## src/rtl/keyslot_pkg.sv

```systemverilog
package keyslot_pkg;

  // Slot held at list position pos after reset: ascending, skipping the reserved number.
  function automatic int unsigned pool_init_slot(input int unsigned pos, input int unsigned rsvd);
    return (pos < rsvd) ? pos : pos + 1;
  endfunction

  typedef struct packed {
    logic gnt;
    logic fail;
    logic err;
  } pool_flags_t;

endpackage

```

## src/rtl/keyslot_ring.sv

```systemverilog
module keyslot_ring #(
  parameter int unsigned NUM_SLOTS = 8,
  parameter int unsigned RSVD_SLOT = 4,
  localparam int unsigned SLOT_W = $clog2(NUM_SLOTS)
) (
  input  logic              clk,
  input  logic              rst_n,
  input  logic              push,
  input  logic [SLOT_W-1:0] push_slot,
  input  logic              pop,
  output logic [SLOT_W-1:0] head_slot,
  output logic              nonempty
);
  import keyslot_pkg::*;

  localparam int unsigned DEPTH = NUM_SLOTS - 1;
  localparam int unsigned PTR_W = (DEPTH > 1) ? $clog2(DEPTH) : 1;
  localparam int unsigned CNT_W = $clog2(DEPTH + 1);
  localparam logic [PTR_W-1:0] LAST_PTR = PTR_W'(DEPTH - 1);
  localparam logic [CNT_W-1:0] FULL_CNT = CNT_W'(DEPTH);

  logic [PTR_W-1:0] head_q, head_d, tail_q, tail_d;
  logic [CNT_W-1:0] cnt_q, cnt_d;
  logic [SLOT_W-1:0] ent_q [DEPTH];

  function automatic logic [PTR_W-1:0] ptr_inc(input logic [PTR_W-1:0] p);
    return (p == LAST_PTR) ? '0 : p + 1'b1;
  endfunction

  // entry storage, reset to the initial free list
  for (genvar i = 0; i < DEPTH; i++) begin : g_ent
    localparam logic [SLOT_W-1:0] INIT_VAL = SLOT_W'(pool_init_slot(i, RSVD_SLOT));
    logic             wr_en;
    logic [SLOT_W-1:0] val_q;
    assign wr_en = push && (tail_q == PTR_W'(i));
    always_ff @(posedge clk or negedge rst_n) begin
      if (!rst_n) begin
        val_q <= INIT_VAL;
      end else if (wr_en) begin
        val_q <= push_slot;
      end
    end
    assign ent_q[i] = val_q;
  end

  // next state
  always_comb begin
    head_d = head_q;
    tail_d = tail_q;
    cnt_d  = cnt_q;
    if (push) tail_d = ptr_inc(tail_q);
    if (pop)  head_d = ptr_inc(head_q);
    case ({push, pop})
      2'b10:   cnt_d = cnt_q + 1'b1;
      2'b01:   cnt_d = cnt_q - 1'b1;
      default: cnt_d = cnt_q;
    endcase
  end

  always_ff @(posedge clk or negedge rst_n) begin
    if (!rst_n) begin
      head_q <= '0;
      tail_q <= '0;
      cnt_q  <= FULL_CNT;
    end else begin
      head_q <= head_d;
      tail_q <= tail_d;
      cnt_q  <= cnt_d;
    end
  end

  // an empty list forwards the slot being pushed in the same cycle
  assign nonempty  = (cnt_q != '0);
  assign head_slot = nonempty ? ent_q[head_q] : push_slot;

endmodule

```

## src/rtl/keyslot_presence.sv

```systemverilog
module keyslot_presence #(
  parameter int unsigned NUM_SLOTS = 8,
  parameter int unsigned RSVD_SLOT = 4,
  localparam int unsigned SLOT_W = $clog2(NUM_SLOTS)
) (
  input  logic                 clk,
  input  logic                 rst_n,
  input  logic                 set_en,
  input  logic [SLOT_W-1:0]    set_idx,
  input  logic                 clr_en,
  input  logic [SLOT_W-1:0]    clr_idx,
  output logic [NUM_SLOTS-1:0] present
);

  logic [NUM_SLOTS-1:0] pres_q, pres_d;

  // a slot set and cleared in one cycle ends up cleared (release before allocate)
  always_comb begin
    for (int i = 0; i < NUM_SLOTS; i++) begin
      pres_d[i] = (pres_q[i] | (set_en && (set_idx == SLOT_W'(i))))
                  & ~(clr_en && (clr_idx == SLOT_W'(i)));
    end
  end

  for (genvar i = 0; i < NUM_SLOTS; i++) begin : g_bit
    localparam logic INIT_BIT = (i != RSVD_SLOT);
    always_ff @(posedge clk or negedge rst_n) begin
      if (!rst_n) begin
        pres_q[i] <= INIT_BIT;
      end else begin
        pres_q[i] <= pres_d[i];
      end
    end
  end

  assign present = pres_q;

endmodule

```

## src/rtl/keyslot_resp.sv

```systemverilog
module keyslot_resp #(
  parameter int unsigned SLOT_W = 3
) (
  input  logic                     clk,
  input  logic                     rst_n,
  input  keyslot_pkg::pool_flags_t flags_d,
  input  logic [SLOT_W-1:0]        slot_d,
  output keyslot_pkg::pool_flags_t flags_q,
  output logic [SLOT_W-1:0]        slot_q
);

  always_ff @(posedge clk or negedge rst_n) begin
    if (!rst_n) begin
      flags_q <= '0;
      slot_q  <= '0;
    end else begin
      flags_q <= flags_d;
      slot_q  <= slot_d;
    end
  end

endmodule

```

## src/rtl/keyslot_pool.sv

```systemverilog
module keyslot_pool #(
  parameter int unsigned NUM_SLOTS = 8,
  parameter int unsigned RSVD_SLOT = 4,
  localparam int unsigned SLOT_W = $clog2(NUM_SLOTS)
) (
  input  logic              clk,
  input  logic              rst_n,
  input  logic              alloc_req,
  input  logic              rel_req,
  input  logic [SLOT_W-1:0] rel_slot,
  output logic              alloc_gnt,
  output logic              alloc_fail,
  output logic [SLOT_W-1:0] alloc_slot,
  output logic              rel_err
);
  import keyslot_pkg::*;

  localparam logic [SLOT_W-1:0] RSVD_ID = SLOT_W'(RSVD_SLOT);

  logic [NUM_SLOTS-1:0] present;
  logic                 rsvd_hit, in_range, rel_live;
  logic                 rel_ok, rel_dup;
  logic                 ring_nz, take;
  logic [SLOT_W-1:0]    head_slot, slot_d;
  pool_flags_t          flags_d, flags_q;

  // release decode: reserved and out-of-range numbers drop silently
  assign rsvd_hit = (rel_slot == RSVD_ID);
  assign in_range = (32'(rel_slot) < NUM_SLOTS);
  assign rel_live = rel_req && !rsvd_hit && in_range;
  assign rel_dup  = rel_live && present[rel_slot];
  assign rel_ok   = rel_live && !present[rel_slot];

  // allocate sees the pool after this cycle's release
  assign take = alloc_req && (ring_nz || rel_ok);

  always_comb begin
    flags_d.gnt  = take;
    flags_d.fail = alloc_req && !take;
    flags_d.err  = rel_dup;
    slot_d       = take ? head_slot : '0;
  end

  keyslot_ring #(
    .NUM_SLOTS(NUM_SLOTS),
    .RSVD_SLOT(RSVD_SLOT)
  ) u_ring (
    .clk      (clk),
    .rst_n    (rst_n),
    .push     (rel_ok),
    .push_slot(rel_slot),
    .pop      (take),
    .head_slot(head_slot),
    .nonempty (ring_nz)
  );

  keyslot_presence #(
    .NUM_SLOTS(NUM_SLOTS),
    .RSVD_SLOT(RSVD_SLOT)
  ) u_pres (
    .clk    (clk),
    .rst_n  (rst_n),
    .set_en (rel_ok),
    .set_idx(rel_slot),
    .clr_en (take),
    .clr_idx(head_slot),
    .present(present)
  );

  keyslot_resp #(
    .SLOT_W(SLOT_W)
  ) u_resp (
    .clk    (clk),
    .rst_n  (rst_n),
    .flags_d(flags_d),
    .slot_d (slot_d),
    .flags_q(flags_q),
    .slot_q (alloc_slot)
  );

  assign alloc_gnt  = flags_q.gnt;
  assign alloc_fail = flags_q.fail;
  assign rel_err    = flags_q.err;

endmodule

```

## config.mk

```make
export PLATFORM = sky130hd
export DESIGN_NAME = keyslot_pool
export DESIGN_NICKNAME = d
export VERILOG_FILES = /design/src/rtl/keyslot_pkg.sv /design/src/rtl/keyslot_ring.sv /design/src/rtl/keyslot_presence.sv /design/src/rtl/keyslot_resp.sv /design/src/rtl/keyslot_pool.sv
export SDC_FILE = /design/constraint.sdc
export NUM_CORES = 1
export LEC_CHECK = 0
export ABC_AREA = 0
export CORE_UTILIZATION = 30
export CTS_CLUSTER_SIZE = 25
export DETAILED_ROUTE_END_ITERATION = 7
export PLACE_DENSITY = 0.45
export SLEW_MARGIN = 20
export SYNTH_ARGS = -nofsm -noshare
export SYNTH_HDL_FRONTEND = slang
export SYNTH_SLANG_ARGS = --single-unit
```

## constraint.sdc

```tcl
create_clock -name clk -period 4.15 [get_ports clk]
set_input_delay 0.415 -clock clk [delete_from_list [all_inputs] [get_ports clk]]
set_output_delay 0.415 -clock clk [all_outputs]
set_load 0.01 [all_outputs]
```

After elaboration in Yosys (flattened, before gate mapping)
Index checks and enable logic that the tools add are counted.
Storage, ports and cells
  logic and storage cells: 123
  output and inout bits: 6
  input port bits: 7
  bits in registers: 44
Cells by class
  $lt $le $gt $ge: 2
  reductions and logical operators: 37
  bitwise gates (word level): 25
  multiplexer cells: 10
  add/sub/neg operators: 4
  eq/ne operators: 23
Operators by type and width (number)
  3-bit equality test, second input constant: 12
  1-bit logical AND: 28
  3-bit by 2-bit equality test with 1-bit output, second input constant: 6
  3-bit two-way mux: 6
  3-bit by 1-bit adder with 3-bit output, second input constant: 3
  3-bit binary-select mux with 3-bit select: 1
  3-bit by 1-bit equality test with 1-bit output, second input constant: 3
  3-bit zero test: 3
  1-bit bitwise AND: 8
  1-bit inverter: 8
  1-bit OR: 8
  3-bit one-hot mux with 2 select lines: 1
  4-bit >= comparator, second input constant: 1
  3-bit by 4-bit < comparator with 1-bit output, second input constant: 1
  3-bit inverter with 4-bit output: 1
  1-bit binary-select mux with 3-bit select: 1
  1-bit zero test: 3
  3-bit nonzero test: 1
  3-bit by 1-bit subtractor with 3-bit output, second input constant: 1
  2-bit by 1-bit equality test with 1-bit output, second input constant: 1
  2-bit equality test, second input constant: 1
  2-bit nonzero test: 1
  1-bit logical OR: 1
  1-bit two-way mux: 1

Depth between registers and ports, before layout
Gate-level depths: netlist (run 1).
  depth after elaboration: 9
  mapped depth: 12
  depth with buffers taken out: 11

Cells and area by module
Synthesis (run 1) repeated with hierarchy kept, for this count alone.
Second synthesis, totals
  cells, all modules: 189
  area, all modules: 2329.7 um2
By module, submodules not included
  keyslot_ring: cells each 130, seq. area each 768.2 um2, area an instance 1609.0 um2, instances 1
  keyslot_presence: cells each 29, seq. area each 209.0 um2, area an instance 400.4 um2, instances 1
  keyslot_pool: cells each 24, seq. area each 0.0 um2, area an instance 170.2 um2, instances 1
  keyslot_resp: cells each 6, seq. area each 150.1 um2, area an instance 150.1 um2, instances 1

Worst setup path before layout (run 1)
OpenSTA, ideal clock, no wires.
  path type: in2reg
  start: input port rel_slot[1]
  end: register u_ring.cnt_q[2]
  stages: 12
  path buffers: 1
  arrival: 2268 ps
  setup time: 75 ps
  setup slack: 1807 ps
  data required time: 4075 ps
  cells stage by stage: buf_4 > mux2i_1 > nand2_1 > a41oi_2 > o21ai_1 > inv_1 > ha_1 > inv_1 > fa_1 > xor2_1 > nor2_1 > xor2_1
RTL lines
  start: declaration: RTL line keyslot_pool.sv:10  | input logic [SLOT_W-1:0] rel_slot,
  end signal: assignment: RTL line keyslot_ring.sv:68  | cnt_q <= cnt_d;
  end: declaration: RTL line keyslot_ring.sv:23  | logic [CNT_W-1:0] cnt_q, cnt_d;

==> results by stage, run 1 <==
STA:
- The share of the cycle needed by the critical path after routing is between 70% and 80%.
- The final clock skew is 0.00712 ns.
- The highest clock frequency the design can meet is 0.337 GHz.
- For the final routed database, the setup TNS stands at 0 ns.
- The number of failing hold endpoints at the final stage is 0.
- For the pin with the worst max-slew slack, the measured transition is just under 0.9 ns.
- The count of final max-slew check failures is 0.
- Setup repair after global routing left no endpoint under its margin.
- The clock period could shrink to 2.97 ns.
- The relative slew slack is 41.5%.
- The total setup violations reported at the end of the flow is 0.

Yosys:
- Yosys mapped a number of flops with a built-in enable equal to 0.
- Counting every instance in the synthesized netlist gives 189.
- Yosys attributes the largest share of cell area to sky130_fd_sc_hd__dfrtp_1 (26%), sky130_fd_sc_hd__dfstp_2 (25%), sky130_fd_sc_hd__mux2_2 (7.6%), sky130_fd_sc_hd__mux2_1 (5.0%), sky130_fd_sc_hd__mux2i_1 (4.9%).
- The arithmetic-cell share of the synthesized area counting full adders, half adders and majority gates is about 2%.
- The number of library cell types mapped by synthesis is 49.
- Among all cell types in the netlist, the one instantiated most often is sky130_fd_sc_hd__dfrtp_1.
- The total of flip-flops plus latches after synthesis is 44.
- Of the post-synthesis cell area, the part taken by muxes is approximately 18%.
- The synthesized net count is 199.
- Counting flops with an async set or reset pin after synthesis yields a share of 100%.
- After synthesis, flip-flops and latches occupy ~51% of the total area.
- The area share of the largest cell type after synthesis is 25.8%.
- Summing every instance area after synthesis gives between 2000 and 2500 um^2.
- The post-synthesis simple-gate area fraction is approximately 11%.
- By count the netlist is led by sky130_fd_sc_hd__dfrtp_1 (23), sky130_fd_sc_hd__dfstp_2 (21), sky130_fd_sc_hd__mux2_2 (15), sky130_fd_sc_hd__mux2i_1 (11).
- The synthesis warning total is 0.
- The library cell with the largest summed area after synthesis is sky130_fd_sc_hd__dfrtp_1.
- The most used flip-flop cell after synthesis is sky130_fd_sc_hd__dfrtp_1.
- The synthesized area divided by synthesized cell count is 11.8 um^2.
- The fraction of the mapped netlist area in compound gates is 13.3%.
- The post-synthesis share of cell area spent on xor and xnor gates is ~1.2%.
- The combinational family with the most area after synthesis is multiplexers.

Drt:
- The routed length per instance is 15.6 um.
- The detail route stage leaves a number of antenna-violating nets equal to 0.
- The number of DRC violations after detailed routing is 0.
- Detailed routing inserted a total of 1496 vias.
- The pre-antenna-repair detailed-routing pass consisted of 4 iterations.
- The per-cell via count in the routed design is around 5.0.
- Wires add up to about 4700 um.
- The DRC violation total after the first TritonRoute iteration is 73.

Die:
- The core region is between 7000 and 8000 um^2.
- The initial utilization of the core area, before any placement, comes to between 30% and 40%.
- The overall die width is 88.2 um.
- The die is slightly below 90 um tall.
- After floorplanning, the core was divided into 31 placement rows.
- The area enclosed by the die boundary is roughly 8000 um^2.
- In this run the count of I/O pins placed on the die edge is 13.

GRT:
- The global-route wire length before repair is ~8200 um.
- The final global-route overflow total is 0.
- Entering global routing, the biggest net connects between 40 and 50 pins.
- The initial antenna violation count was 0.
- Across every metal layer, demand over resource in global routing totals 13.9%.
- The number of global-route vias before repair was 1603.

Worst setup path:
- The worst setup path is launched from an input pin.
- The maximum fanout along the worst path is 15.
- Walking the worst path, the cells encountered are clkdlybuf4s50_1 -> nor2b_2 -> o211ai_1 -> a41oi_2 -> o21ai_1 -> inv_1 -> ha_1 -> inv_1 -> fa_1 -> xor2_1 -> nor2_1 -> xor2_1.
- The endpoint class of the critical path is a flop.
- The delay of the slowest cell on the worst path is 0.81 ns.
- The launching point of the worst reg2reg path is u_pres.present[5].
- The required time at the endpoint of the critical path is ~4.4 ns.
- Setup slack on the worst reg-to-reg path comes out at approximately 1.8 ns.
- The path depth of the worst reg2reg path is 11.
- The worst reg2reg path endpoint is u_ring.cnt_q[2].
- For the worst setup path, the data arrival time is 3.20 ns.
- The critical path in this run is classified as in -> reg.
- The highest-delay cell along the critical path is sky130_fd_sc_hd__clkdlybuf4s50_1.

Clock tree:
- TritonCTS built the clock tree.
- The clock root buffer is sky130_fd_sc_hd__clkbuf_8.
- The number of clock buffers inserted by TritonCTS is 5.
- The number of hold buffers added after CTS was 0.
- The number of setup buffers added after CTS is 0.
- The number of sinks on the clock net is between 40 and 50.
- The clock passes through at most 2 buffers.
- The clock latency on the worst-skew pair is 0.29 ns.
- The number of resized instances in the post-cts repair step is 0.
- Clock-pin slew was measured on the worst setup and hold paths at 0.08 ns.
- The total number of H-tree levels is 2.

Power:
- Combinational cells account for 37.4% of the total power.
- The static leakage is 1.06 nW.
- Sequential cells burn 44.1% of the power.
- The maximum resistive drop on vdd is approximately 0.00023 V.
- The internal power of the cells totals 1.26 mW.
- The total power consumption of the routed design is between 1.5 and 2 mW.
- The net switching fraction of the power is around a third.
- The total power density per cell area is 757 nW/um^2.
- In this run, the clock network consumes 18.4% of the power.
- The analysis attributes to net switching a power of roughly 0.67 mW.

Layout:
- Relative to the synthesized area, the layout overhead comes to 14.4%.
- The post-route netlist has around 28% of its cells at a drive strength greater than 1.
- The count of placed standard cells in the final layout, fillers left out is ~300.
- The number of antenna diodes in the final layout is 0.
- At the end of the flow, the number of nets in the layout was 208.

Placed design:
- The placed wire-length estimate after detailed placement is 3320 um.
- The count of placed standard cells including taps is 290.
- At the end of routability-driven placement, the weighted congestion stood at 0.771.
- During placement, the flow inserted port buffers numbering 12.

Worst hold path:
- The classification of the worst-slack hold path is in -> async.

Flow run:
- The max capacitance violation total is 0.

Outcome:
- The flow ran to the end, and the final reports show no timing, DRC or antenna violations.
per-layer routing:
layer  part of all wire [%]  GRT usage [%]
met5                      0              0
met1                     47           17.8
met4                    1.9           5.57
met3                    3.9           3.45
met2                     47           22.7
registers in the layout, indices dropped and copies added (netlist names):
register and flops:
u_ring.tail_q 3, u_resp.flags_q 3, u_resp.slot_q 3, u_ring.g_ent.val_q 21, u_pres.present 8, u_ring.head_q 3
u_ring.cnt_q 3
stage by stage:
step | util, % | setup WS (ns) | hold slack (ns) | cell area, um^2
6_report | 35.4 | 1.18 | 0.109 | 2550
4_1_cts | 35.3 | 1.18 | 0.311 | 2550
3_5_place_dp | 33.6 | 0.856 | 0.481 | 2420
2_1_floorplan | - | 1.81 | 0.119 | 2230
5_1_grt | 35.4 | 0.935 | 0.145 | 2550
3_3_place_gp | 33.6 | 0.986 | 0.471 | 2420
worst max-delay path by stage:
| stage | from | slack (ns) | cells after the start | end |
|---|---|---|---|---|
| 3_5_place_dp | rel_slot[2] | 0.86 | 12 | u_ring.cnt_q[2] |
| 4_1_cts | rel_slot[2] | 1.18 | 12 | u_ring.cnt_q[2] |
| 2_1_floorplan | rel_slot[1] | 1.81 | 12 | u_ring.cnt_q[2] |
| 6_report | rel_slot[2] | 1.18 | 12 | u_ring.cnt_q[2] |
| 3_3_place_gp | rel_slot[0] | 0.99 | 12 | u_ring.cnt_q[2] |
| 5_1_grt | rel_slot[2] | 0.93 | 12 | u_ring.cnt_q[2] |
kinds of logic (layout without fill, tap and decap cells):
logic type / Yosys count / after routing
mux: 36 / 36
xor+xnor: 3 / 3
fa+ha+maj: 3 / 3
compound gates: 39 / 39
flops: 44 / 44
simple gates: 42 / 42
buf+inv: 22 / 32
layout by cell type (no fill, tap or decap), types with 2 or more instances in the layout:
master                            instances
sky130_fd_sc_hd__mux2_2                  15
sky130_fd_sc_hd__a21oi_1                  7
sky130_fd_sc_hd__o211ai_1                 3
sky130_fd_sc_hd__mux2i_1                 11
sky130_fd_sc_hd__o2bb2ai_1                2
sky130_fd_sc_hd__inv_1                   10
sky130_fd_sc_hd__nand2b_1                 2
sky130_fd_sc_hd__clkdlybuf4s50_1         11
sky130_fd_sc_hd__dfstp_2                 21
sky130_fd_sc_hd__a31oi_1                 10
sky130_fd_sc_hd__nor2_1                   9
sky130_fd_sc_hd__clkbuf_8                 7
sky130_fd_sc_hd__dfrtp_1                 23
sky130_fd_sc_hd__and4b_1                  3
sky130_fd_sc_hd__nand2_1                  7
sky130_fd_sc_hd__a41oi_1                  2
sky130_fd_sc_hd__and3_1                   2
sky130_fd_sc_hd__nor2b_1                  8
sky130_fd_sc_hd__nand3_1                  2
sky130_fd_sc_hd__o21ai_1                  2
sky130_fd_sc_hd__xor2_1                   2
sky130_fd_sc_hd__ha_1                     2
sky130_fd_sc_hd__mux2_1                  10
sky130_fd_sc_hd__buf_4                    3
cell type report:
class / instances / area [um^2]
Clock buffer: 7 / 96.3
Inverter: 10 / 37.5
Multi-Input combinational cell: 123 / 1000
Sequential cell: 44 / 1130
Timing Repair Buffer: 14 / 133
Fill cell: 756 / 4660
Tap cell: 99 / 124
Clock inverter: 1 / 30.0
power by group through the flow:
| stage | clock network, mW | registers [mW] | logic [mW] |
|---|---|---|---|
| after CTS | 0.372 | 0.854 | 0.733 |
| after detailed placement | 0 | 0.863 | 0.729 |
| after global placement | 0 | 0.855 | 0.724 |
| after global routing | 0.390 | 0.889 | 0.810 |
| final | 0.356 | 0.853 | 0.723 |
| after floorplan | 0 | 0.779 | 0.605 |
critical path: cells and delay by family:
family	cells	cell delay, ns
AND/OR/NAND/NOR	2	0.40
XOR/XNOR	2	0.30
AO/OA/AOI/OAI	3	0.53
adder cells (fa/ha/maj)	2	0.56
buffers and inverters	3	0.99
No activity file was read; power rests on OpenSTA's default activity.
==> run 2, diff against run 1 <==
clock period = 2.8 ns   (was 4.15 ns; I/O delays follow)
==> results by stage, run 2 (same netlist as run 1, synthesis figures left out) <==
Outcome:
- The run finished with clean final reports.

GRT:
- The initial antenna violation count came to 0.
- The first global-routing pass estimated between 7000 and 8000 um of wire.
- Across every metal layer, demand over resource in global routing totals between 10% and 20%.
- The final global-route overflow total is 0.
- Entering global routing, the biggest net connects 45 pins.
- The number of global-route vias before repair is around 1500.

Worst setup path:
- In this run the worst path has a maximum fanout of 9.
- STA classifies the critical path endpoint as a flop.
- The worst setup path is launched from an input pin.
- The worst setup path is of the in -> reg kind.
- For the worst setup path, the data required time is 3.03 ns.
- The arrival time reported for the critical path endpoint is 2.80 ns.
- The critical path's top delay family is buffers and inverters.
- The buffers plus inverters on the worst setup path is 3.
- The slowest stage of the critical path belongs to the cell sky130_fd_sc_hd__clkdlybuf4s50_1.
- The delay of the slowest cell on the worst path is 0.69 ns.
- Traced cell by cell, the critical path runs through clkdlybuf4s50_1 -> mux2i_1 -> nand3_1 -> a41oi_2 -> o21ai_1 -> inv_1 -> ha_1 -> inv_1 -> fa_1 -> xor2_1 -> nor2_1 -> xor2_1.

Power:
- The static leakage is 1.09 nW.
- Summed over all nets, the switching power comes to 1.01 mW.
- Cell internal power was estimated by the tool at roughly 1.8 mW.
- The total power density per cell area is between 1000 and 1500 nW/um^2.
- The portion of total power attributed to combinational logic is 39.2%.
- Of the total power, the share spent switching nets is 36.3%.
- Per report_power, the sequential group accounts for ~46% of the total.
- In this run, the clock network consumes 15.3% of the power.
- The maximum resistive drop on vdd is 0.000346 V.

Layout:
- Leaving out fill and tap cells, the most frequent cells in the layout are sky130_fd_sc_hd__dfrtp_1 (23), sky130_fd_sc_hd__dfstp_2 (21), sky130_fd_sc_hd__mux2_2 (15).
- The final cell utilization of the core is between 30% and 40%.
- The post-route netlist has 30.6% of its cells at a drive strength greater than 1.
- The layout has 742 filler cells.
- Leaving out fill and tap cells, the most frequent cell in the layout is sky130_fd_sc_hd__dfrtp_1.
- More flip-flops sit in one register than any other, and that register is u_ring.g_ent.val_q.
- The antenna diode instance count is 0.
- The area added between synthesis and finish is 17.0%.
- In the final design database the tool counted roughly 220 nets.
- Leaving out filler cells and counting taps, the final layout contains 308.
- The register with the most flip-flops in the layout has 21 of them.

Placed design:
- The placed wire-length estimate after detailed placement is 3290 um.
- The count of placed standard cells including taps is 298.
- The final estimated routing congestion in global placement is 0.763.
- The number of buffers added on ports is 12.

Drt:
- The routed length per instance is 15.0 um.
- Summing over every cut layer, the via total after detailed routing is between 1000 and 1500.
- After the first detailed-routing iteration, the DRC count stood at 102.
- Using the TritonRoute via totals, the vias-per-cell ratio works out to 4.82.
- The pre-antenna-repair detailed-routing pass consisted of 4 iterations.
- In the routed design, unresolved DRC markers number 0.
- The count of nets left with antenna violations once routing finished came out at 0.
- The total wire length after detailed routing is 4640 um.

STA:
- Based on the critical path, the design can be clocked at up to just under 0.4 GHz.
- Measured against its own limit, the worst slew margin works out to 53.4%.
- The number of failing hold endpoints at the final stage came to 0.
- Setup violations remaining at the end of the flow were counted as 0.
- The final critical path takes up about nine tenths of the cycle.
- The final clock skew is 0.00443 ns.
- For the pin with the worst max-slew slack, the measured transition is 0.699 ns.
- The worst path in the final design needs a cycle of 2.57 ns, including I/O delays and setup.
- The count of final max-slew check failures is 0.
- Setup repair after global routing left no endpoint under its margin.

Die:
- The overall die width is 88.2 um.
- The die is 88.2 um tall.
- The total area inside the core boundary comes to 7210 um^2.
- The total I/O pin count is 13.
- The initial utilization of the core area, before any placement, comes to slightly above 30%.
- The standard-cell row count is 31.
- The area enclosed by the die boundary is between 7000 and 8000 um^2.

Clock tree:
- The number of sinks on the clock net is 44.
- The clock latency on the worst-skew pair is 0.29 ns.
- In this run, post-CTS repair resized a total of 0 instances.
- Clock-pin slew was measured on the worst setup and hold paths at 0.09 ns.
- The clock root buffer is sky130_fd_sc_hd__clkbuf_8.
- TritonCTS built the clock tree.
- The total number of H-tree levels is 2.
- The clock passes through at most 2 buffers.
- In this run, CTS created clock tree buffers numbering 5.
- The post-CTS setup buffer count is 0.

Flow run:
- The tool flagged a number of max-cap violations equal to 0.

Worst hold path:
- In this run the worst hold path is classified as in -> async.
==> run 2: cell types whose count changed in the layout (fill, tap and decap cells not counted) <==
cell	previous run	this run
sky130_fd_sc_hd__clkinvlp_4	0	2
sky130_fd_sc_hd__buf_4	3	10
sky130_fd_sc_hd__dlygate4sd3_1	0	1
sky130_fd_sc_hd__bufinv_16	1	0
sky130_fd_sc_hd__buf_12	0	1
sky130_fd_sc_hd__buf_2	0	1
sky130_fd_sc_hd__clkbuf_8	7	6
==> run 2: timing repair <==
action | CTS | global route
hold endpoints to repair | 0 | 7
hold buffers | 0 | 1
setup endpoints to repair | 0 | 0
==> run 2: worst reg2reg max path, cell delays in order (launching register included) <==
cell                       delay, ns
sky130_fd_sc_hd__dfstp_2        0.54
sky130_fd_sc_hd__nand2_1        0.05
sky130_fd_sc_hd__o211ai_1       0.14
sky130_fd_sc_hd__a41oi_2        0.18
sky130_fd_sc_hd__buf_4          0.17
sky130_fd_sc_hd__inv_1          0.07
sky130_fd_sc_hd__ha_1           0.19
sky130_fd_sc_hd__inv_1          0.06
sky130_fd_sc_hd__fa_1           0.38
sky130_fd_sc_hd__xor2_1         0.15
sky130_fd_sc_hd__nor2_1         0.12
sky130_fd_sc_hd__xor2_1         0.16
==> run 2: cell type report <==
| type | instances | area [um^2] | area share [%] |
|---|---|---|---|
| clock buffers | 6 | 82.6 | 3.16 |
| clock inverters | 2 | 15.0 | 0.575 |
| inverters | 10 | 37.5 | 1.44 |
| multi-input cells | 123 | 1000 | 38.4 |
| flip-flops and latches | 44 | 1130 | 43.2 |
| well taps | 99 | 124 | 4.75 |
| repair buffers | 24 | 220 | 8.44 |
==> run 2: power by group through the flow <==
stage	clock network (mW)	registers, mW	logic [mW]
after floorplan	0	1.15	0.897
after CTS	0.448	1.27	1.10
after global placement	0	1.27	1.07
after detailed placement	0	1.28	1.09
final	0.427	1.27	1.09
after global routing	0.474	1.32	1.23
==> run 2: through the flow <==
| step | worst slack [ns] | hold WS (ns) | total power, mW | setup TNS (ns) | cell area, um^2 |
|---|---|---|---|---|---|
| final | 0.228 | 0.466 | 2.79 | 0 | 2610 |
| after global routing | 0.0192 | 0.501 | 3.02 | 0 | 2610 |
| after CTS | 0.241 | 0.170 | 2.81 | 0 | 2580 |
| after detailed placement | -0.0640 | 0.479 | 2.37 | -0.0640 | 2480 |
| after global placement | 0.0222 | 0.469 | 2.34 | 0 | 2480 |
| after floorplan | 0.592 | -0.0156 | 2.05 | 0 | 2230 |
==> run 2: worst paths after layout <==
check / from / end / slack, ns / cells after the start
setup reg to reg: u_pres.present[6] / u_ring.cnt_q[2] / 0.53 / 11
min in group clk: u_ring.g_ent[2].val_q[2] / u_ring.g_ent[2].val_q[2] / 0.50 / 1
hold / removal: rst_n / u_resp.slot_q[2] / 0.47 / 2
max in group asynchronous: rst_n / u_ring.g_ent[4].val_q[2] / 1.77 / 3
setup / recovery: rel_slot[1] / u_ring.cnt_q[2] / 0.23 / 12
hold reg to reg: u_ring.g_ent[2].val_q[2] / u_ring.g_ent[2].val_q[2] / 0.50 / 1
==> run 2: routing by layer <==
metal,track usage [%],wire (um)
met1,18.3,2250
met3,3.36,166
met2,21.3,2220
met4,3.67,0
met5,0,0
==> run 3, diff against run 2 <==
CORE_MARGIN = 2   (was unset)
==> results by stage, run 3 (same netlist as run 1, synthesis figures left out) <==
Die:
- In this run the core area contains 31 standard-cell rows.
- For this configuration, the core starts out at a cell density of 30.9%.
- The die is 90.2 um tall.
- The total I/O pin count is 13.
- The area of the placeable core is 7210 um^2.
- The area enclosed by the die boundary is 8140 um^2.
- From left edge to right edge, the die measures about 90 um.

Clock tree:
- The number of resized instances in the post-cts repair step is 0.
- The number of clock buffers inserted by TritonCTS is 5.
- Counting along the longest clock path gives a buffer depth of 2.
- The count of hold-fix buffers inserted at cts is 0.
- The clock drives 44 sinks.
- The post-CTS setup buffer count is 0.
- The clock root buffer is sky130_fd_sc_hd__clkbuf_8.
- The clock tree from TritonCTS is built.
- The total number of H-tree levels is 2.
- The clock latency on the worst-skew pair is between 0.2 and 0.3 ns.
- After clock tree synthesis, the clock-pin slew on the worst setup and hold paths is 0.08 ns.

Layout:
- Relative to the synthesized area, the layout overhead comes to 15.3%.
- Once layout is complete, the cells apart from fillers number 307.
- The most common cell after layout, fill and taps aside is sky130_fd_sc_hd__dfrtp_1.
- At the end of the flow, the number of nets in the layout was between 200 and 250.
- In the final layout, the share of cells above drive strength 1 is 29.8%.
- The layout has 743 filler cells.
- The register with the highest flop count is u_ring.g_ent.val_q.
- The footprint of the flip-flops and latches is between 1000 and 1500 um^2.
- The antenna diode instance count is 0.
- The register with the most flip-flops in the layout has 21 of them.
- Summing all multi-input logic gate instances after layout gives between 1000 and 1500 um^2.
- Leaving out fill and tap cells, the most frequent cells in the layout are sky130_fd_sc_hd__dfrtp_1 (23), sky130_fd_sc_hd__dfstp_2 (21), sky130_fd_sc_hd__mux2_2 (15).

Power:
- The total power consumption of the routed design is 2.75 mW.
- The maximum resistive drop on vdd is between 0.0003 and 0.0004 V.
- For this design the ratio of total power to cell area is 1070 nW/um^2.
- For this design the static power due to leakage is ~1.1 nW.

Worst setup path:
- At the worst endpoint, the required time is ~3.0 ns.
- The maximum fanout along the worst path is 8.
- STA classifies the critical path endpoint as a flop.
- The startpoint type of the worst setup path is an input pin.
- The class of the most critical setup path is in -> reg.
- At the worst endpoint, the arrival time is 2.77 ns.

GRT:
- The aggregate global-route resource usage is 12.7%.
- The initial antenna violation count is 0.
- The number of global-route vias before repair came to between 1500 and 2000.
- Global routing used 21.3% of the available met2 tracks.
- Global routing used between 15 and 20% of the available met1 tracks.
- For this run the aggregate overflow at the end of global routing stands at 0.
- The first global-routing pass estimated 8290 um of wire.
- Global routing used 2.77% of the available met3 tracks.
- The global routing stage identified its most utilized layer as met2.
- The maximum number of pins on one net before global-route repair is 45.

Drt:
- The detailed router finished its first iteration with 116 violations.
- The pre-antenna-repair detailed-routing pass consisted of 4 iterations.
- The per-cell via count in the routed design is 4.94.
- The count of nets left with antenna violations once routing finished came out at 0.
- After detailed routing, the average wire length per cell comes to ~16 um.
- The number of DRC violations after detailed routing is 0.
- The total wire length after detailed routing is 4800 um.
- The via count is 1516.

Outcome:
- The run finished with clean final reports.

Placed design:
- The placed wire-length estimate after detailed placement is 3460 um.
- Routability-driven placement finished with a final weighted congestion of 0.867.
- After detailed placement, the design holds a cell count of approximately 300.
- The count of buffers added on input and output ports is 12.

STA:
- At the pin with the least slew margin, the transition time is 0.964 ns.
- Setup repair after global routing left no endpoint under its margin.
- The share of the cycle needed by the critical path after routing is 91.1%.
- The worst hold slack after final layout is 0.137 ns.
- The final clock skew is roughly 0.011 ns.
- The number of failing hold endpoints at the final stage is 0.
- The final-layout setup total negative slack is 0 ns.
- The relative slew slack is between 30 and 40%.
- The worst path in the final design needs a cycle of 2.55 ns, including I/O delays and setup.
- Derived from the worst setup path, the maximum achievable clock frequency is 0.392 GHz.
- Setup violations remaining at the end of the flow were counted as 0.
- The count of final max-slew check failures came to 0.

Worst hold path:
- In this run the worst hold path is classified as in -> async.

Flow run:
- The tool flagged a number of max-cap violations equal to 0.
-- run 3: cell types whose count changed in the layout (fill, tap and decap cells not counted) --
cell	previous run	this run
sky130_fd_sc_hd__clkbuf_8	6	5
sky130_fd_sc_hd__clkbuf_1	0	2
sky130_fd_sc_hd__buf_4	10	11
sky130_fd_sc_hd__clkinvlp_4	2	0
sky130_fd_sc_hd__clkinv_2	0	1
sky130_fd_sc_hd__dlygate4sd3_1	1	0
sky130_fd_sc_hd__buf_12	1	0
-- run 3: cell type report --
type                            instances  area share (%)
Sequential cell                        44            43.8
Multi-Input combinational cell        123            39.0
Clock inverter                          1           0.195
Inverter                               10            1.46
Clock buffer                            7            2.97
Timing Repair Buffer                   23            7.69
Tap cell                               99            4.82
-- run 3: metal layers --
layer | wire (um) | vias up
met5 | 0 | -
met4 | 64 | 0
met3 | 150 | 6
met2 | 2430 | 30
met1 | 2150 | 759
li1 | - | 721
-- run 3: through the flow --
stage	setup WS (ns)	util, %	area (um^2)
4_1_cts	0.244	35.6	2570
3_3_place_gp	0.0539	34.5	2490
2_1_floorplan	0.592	-	2230
5_1_grt	0.0694	35.6	2570
6_report	0.248	35.6	2570
3_5_place_dp	-0.0488	34.5	2490
-- run 3: final timing paths --
kind / slack [ns] / endpoint / startpoint / cells past startpoint
min: 0.14 / u_resp.flags_q[1] / rst_n / 1
max: 0.25 / u_ring.cnt_q[2] / rel_slot[1] / 12
max in group asynchronous: 2.06 / u_ring.g_ent[3].val_q[2] / rst_n / 1
max reg2reg: 0.53 / u_ring.cnt_q[2] / u_pres.present[6] / 11
min reg2reg: 0.49 / u_ring.g_ent[4].val_q[1] / u_ring.g_ent[4].val_q[1] / 1
min in group clk: 0.49 / u_ring.g_ent[4].val_q[1] / u_ring.g_ent[4].val_q[1] / 1
-- run 3: critical path, stage by stage --
cell                              delay, ns
sky130_fd_sc_hd__clkdlybuf4s50_1       0.68
sky130_fd_sc_hd__mux2i_1               0.23
sky130_fd_sc_hd__nand2_1               0.11
sky130_fd_sc_hd__a41oi_2               0.25
sky130_fd_sc_hd__o21ai_1               0.10
sky130_fd_sc_hd__inv_1                 0.09
sky130_fd_sc_hd__ha_1                  0.18
sky130_fd_sc_hd__inv_1                 0.06
sky130_fd_sc_hd__fa_1                  0.37
sky130_fd_sc_hd__xor2_1                0.15
sky130_fd_sc_hd__nor2_1                0.11
sky130_fd_sc_hd__xor2_1                0.16
-- run 3: power breakdown --
part / switching [mW] / leakage, nW / total, mW / internal, mW
Sequential: 0.238 / 0.507 / 1.27 / 1.03
Combinational: 0.556 / 0.529 / 1.10 / 0.544
Clock: 0.206 / 0.0422 / 0.382 / 0.175
Total: 1.00 / 1.08 / 2.75 / 1.75
